<file path="src/rtl/onehot_pmux_pkg.sv">
package onehot_pmux_pkg;

  // Depth of a balanced binary tree that covers n leaves.
  function automatic int tree_depth(input int n);
    if (n <= 1) return 0;
    return $clog2(n);
  endfunction

  // Leaf count of that tree after padding to a power of two.
  function automatic int tree_leaves(input int n);
    return 1 << tree_depth(n);
  endfunction

endpackage

</file>
<file path="src/rtl/ohm_slice_gate.sv">
// Masks each candidate word with its own select bit (AND stage).
module ohm_slice_gate #(
  parameter int DATA_W = 8,
  parameter int SEL_N  = 4
) (
  input  logic [DATA_W*SEL_N-1:0] cand_bus,
  input  logic [SEL_N-1:0]        sel_hot,
  output logic [DATA_W*SEL_N-1:0] gated_bus
);

  for (genvar n = 0; n < SEL_N; n++) begin : g_lane
    assign gated_bus[n*DATA_W +: DATA_W] =
      cand_bus[n*DATA_W +: DATA_W] & {DATA_W{sel_hot[n]}};
  end

endmodule

</file>
<file path="src/rtl/ohm_or_tree.sv">
// Balanced OR reduction of LEAVES words (OR stage).
module ohm_or_tree
  import onehot_pmux_pkg::*;
#(
  parameter int DATA_W = 8,
  parameter int LEAVES = 4
) (
  input  logic [DATA_W*LEAVES-1:0] word_bus,
  output logic [DATA_W-1:0]        merged
);

  localparam int PADDED = tree_leaves(LEAVES);
  localparam int NODES  = 2 * PADDED - 1;

  // Heap layout: node k has children 2k+1 and 2k+2, leaves from PADDED-1.
  logic [DATA_W-1:0] node [NODES];

  for (genvar i = 0; i < PADDED; i++) begin : g_leaf
    if (i < LEAVES) begin : g_real
      assign node[PADDED-1+i] = word_bus[i*DATA_W +: DATA_W];
    end else begin : g_pad
      assign node[PADDED-1+i] = '0;
    end
  end

  for (genvar k = 0; k < PADDED - 1; k++) begin : g_inner
    assign node[k] = node[2*k+1] | node[2*k+2];
  end

  assign merged = node[0];

endmodule

</file>
<file path="src/rtl/ohm_conflict_tree.sv">
// Balanced detector: any line active, and two or more lines active.
module ohm_conflict_tree
  import onehot_pmux_pkg::*;
#(
  parameter int SEL_N = 4
) (
  input  logic [SEL_N-1:0] sel_hot,
  output logic             any_hot,
  output logic             multi_hot
);

  localparam int PADDED = tree_leaves(SEL_N);
  localparam int NODES  = 2 * PADDED - 1;

  logic node_any   [NODES];
  logic node_multi [NODES];

  for (genvar i = 0; i < PADDED; i++) begin : g_leaf
    if (i < SEL_N) begin : g_real
      assign node_any[PADDED-1+i] = sel_hot[i];
    end else begin : g_pad
      assign node_any[PADDED-1+i] = 1'b0;
    end
    assign node_multi[PADDED-1+i] = 1'b0;
  end

  for (genvar k = 0; k < PADDED - 1; k++) begin : g_inner
    assign node_any[k]   = node_any[2*k+1] | node_any[2*k+2];
    assign node_multi[k] = node_multi[2*k+1] | node_multi[2*k+2]
                         | (node_any[2*k+1] & node_any[2*k+2]);
  end

  assign any_hot   = node_any[0];
  assign multi_hot = node_multi[0];

endmodule

</file>
<file path="src/rtl/onehot_pmux.sv">
module onehot_pmux #(
  parameter int DATA_W = 8,
  parameter int SEL_N  = 4
) (
  input  logic [DATA_W-1:0]       dflt_word,
  input  logic [DATA_W*SEL_N-1:0] cand_bus,
  input  logic [SEL_N-1:0]        sel_hot,
  output logic [DATA_W-1:0]       out_word,
  output logic                    sel_conflict
);

  localparam int BUS_W = DATA_W * SEL_N;

  logic [BUS_W-1:0]  gated_bus;
  logic [DATA_W-1:0] merged;
  logic              any_hot;
  logic              multi_hot;

  ohm_slice_gate #(.DATA_W(DATA_W), .SEL_N(SEL_N)) u_gate (
    .cand_bus  (cand_bus),
    .sel_hot   (sel_hot),
    .gated_bus (gated_bus)
  );

  ohm_or_tree #(.DATA_W(DATA_W), .LEAVES(SEL_N)) u_merge (
    .word_bus (gated_bus),
    .merged   (merged)
  );

  ohm_conflict_tree #(.SEL_N(SEL_N)) u_detect (
    .sel_hot   (sel_hot),
    .any_hot   (any_hot),
    .multi_hot (multi_hot)
  );

  // Fallback enters the OR only when no line is active.
  always_comb begin
    out_word     = merged | (dflt_word & {DATA_W{~any_hot}});
    sel_conflict = multi_hot;
  end

endmodule

</file>
<file path="config.mk">
export PLATFORM = sky130hd
export DESIGN_NAME = onehot_pmux
export DESIGN_NICKNAME = d
export VERILOG_FILES = /design/src/rtl/onehot_pmux_pkg.sv /design/src/rtl/ohm_slice_gate.sv /design/src/rtl/ohm_or_tree.sv /design/src/rtl/ohm_conflict_tree.sv /design/src/rtl/onehot_pmux.sv
export SDC_FILE = /design/constraint.sdc
export NUM_CORES = 1
export LEC_CHECK = 0
export BUFFER_PORTS_ARGS = -buffer_cell sky130_fd_sc_hd__buf_4
export CORE_AREA = 2 2 39 41
export DETAILED_ROUTE_END_ITERATION = 10
export DIE_AREA = 0 0 41 43
export PLACE_DENSITY_LB_ADDON = 0.15
export SLEW_MARGIN = 20
export SYNTH_ARGS = -nofsm -noshare
export SYNTH_HDL_FRONTEND = slang
export SYNTH_HIERARCHICAL = 1
export SYNTH_SLANG_ARGS = --single-unit
</file>
<file path="constraint.sdc">
create_clock -name vclk -period 0.9
set_input_delay 0.09 -clock vclk [all_inputs]
set_output_delay 0.09 -clock vclk [all_outputs]
set_load 0.1 [all_outputs]
</file>
==> results.cfg <==
[floorplan]
core_mm2 = 0.00138
die_x_um = 41
die-area_mm2 = 0.00176
initial_core_util = 0.253
ioPinCount = 53
die_h_um = 43
row_count = 14

[pwr]
p_clk_frac = 0
p_sw_mw = 0.425
seq_power_share = 0
power_mw = 0.918
p_int_mw = 0.493
p_leak_nw = 0.595
swShare = 0.463
p_comb_frac = 1.000
peakVddDrop_v = 0.000494
p_per_area_mw_per_mm2 = 750

[synth]
ys_top_cells_by_count = and2_1, or4_1, a21o_1
synth_top_area_share = 0.571
synth_warnings = 6
yosysMostFrequentCell = and2_1
ys_types = 6
ys_seq_area_frac = 0
yosys.area.top_type = and2_1
syn_area_um2 = 350
avgSynthCellArea_um2 = 6.61
synth_area_leaders = and2_1, or4_1, a21o_1, a211oi_1, inv_2
synth_fp_nets = 97
syn_inst = 53

[final_layout]
fill_cells = 66
multiInputGateArea_um2 = 495
fin_nets = 160
drive_above_1_share = 0.851
antenna_cells = 0
clockBufferCount = 0
register_area_um2 = 0
stdcell_count = 130
post-route-cell-area_mm2 = 0.00122
seq_cell_count = 0
area_growth_pct = 250

[detailed_routing]
drc = 0
drtIter0Drc = 3
first_pass_iters = 2
ant_nets = 0
wirelength_mm = 1.92
wl_per_cell_um = 14.8
via_per_inst = 4.85
vias = 631

[place]
placed_cells = 125
place_area_um2 = 867
gp_congestion = 0.564
port_buffers = 53

[critical_path]
worstPathMaxFanout = 5
worstSetupPathType = in -> out
worst_setup_path_start_kind = input port
crit_required_ns = 0.81
cp_cell_sequence = buf_8 -> and2_4 -> or4_4 -> a21o_4 -> buf_12
cp_slowest_stage_delay_ns = 0.52
cp_slowest_cell = or4_4
crit_arrival_ns = 1.23
worst_setup_path_end_kind = output pin

[timing]
rsz0062_at_grt = yes
holdWs_ns = 0.538
post-route-period-util = 1.46
finalSetupViolations = 9
relSlewSlack = 0.894
finalHoldViolCount = 0
slew_violations = 0
fmax_mhz = 760
setup_slack_ns = -0.416
worst_pin_slew_ns = 0.159
layout_min_cycle_time_ns = 1.32

[global_routing]
grt_max_degree = 12
antenna_found_initial = 0
grt_first_pass_wirelength_mm = 2.48
track_usage = 0.189
grt_pass1_vias = 636
grt_overflow = 0

[worst_hold_path]
holdPathStages = 3
hold-path-endpoint = out_word[2]
worstHoldPathType = in -> out
hp-start = dflt_word[2]

[job]
cap_violations = 0

[outcome]
violations = negative setup slack
outcome = finished, violations left

[clocking]
hold_buffers = 0
## power by group through the flow
| stage | clock network, mW | registers (mW) | logic [mW] |
|---|---|---|---|
| 4_1_cts | 0 | 0 | 0.837 |
| 6_report | 0 | 0 | 0.918 |
| 5_1_grt | 0 | 0 | 0.953 |
| 3_5_place_dp | 0 | 0 | 0.654 |
| 3_3_place_gp | 0 | 0 | 0.648 |
| 2_1_floorplan | 0 | 0 | 0.418 |
## cell type report
type / instances / area share
inverters: 1 / 0.00715
multi-input cells: 52 / 0.404
well taps: 16 / 0.0163
repair buffers: 61 / 0.572
## stage by stage
stage	worst slack [ns]	setup TNS (ns)	util
2_1_floorplan	-0.236	-1.89	-
3_3_place_gp	-0.505	-4.18	0.627
3_5_place_dp	-0.513	-4.25	0.627
4_1_cts	-0.413	-3.27	0.791
5_1_grt	-0.436	-3.48	0.885
6_report	-0.416	-3.31	0.885
## cell usage in the layout, fill, tap and decap left out, drive strengths merged
cell type,count
a211oi,2
a21o,8
and2,32
buf,59
clkbuf,2
inv,1
nor2,1
or4,9
## cells by family after synthesis
| group | count (synthesis) | share of synthesized area |
|---|---|---|
| AND/OR/NAND/NOR | 42 | 0.775 |
| AO/OA/AOI/OAI | 10 | 0.214 |
| buffers and inverters | 1 | 0.0107 |
## critical path, delay by kind of cell
kind                   cells  cell delay [ns]
AND/OR/NAND/NOR            2             0.66
buffers and inverters      2             0.27
AO/OA/AOI/OAI              1             0.20
## metal layers
layer  vias up  global-route usage  part of all wire
met2        28               0.366              0.54
met1       287               0.228              0.38
li1        314                   -                 -
met4         0                   0             0.011
met5         -                   0                 0
met3         2                   0             0.063
## timing repair
action                                  CTS  global route
endpoints found under the setup margin    9             9
pin swaps                                 8             7
gates resized for setup                  52            20
buffers inserted                          0             2
gates cloned                              1             2
## how the worst max path moves through the flow
| stage | from | end | slack, ns | cells after the start |
|---|---|---|---|---|
| floorplan | cand_bus[8] | out_word[0] | -0.24 | 3 |
| global placement | sel_hot[1] | out_word[0] | -0.51 | 5 |
| detailed placement | sel_hot[1] | out_word[2] | -0.51 | 5 |
| CTS | sel_hot[2] | out_word[2] | -0.41 | 5 |
| global route | sel_hot[1] | out_word[6] | -0.44 | 5 |
| finish | sel_hot[1] | out_word[6] | -0.42 | 5 |
(Power assumes the default switching activity.)
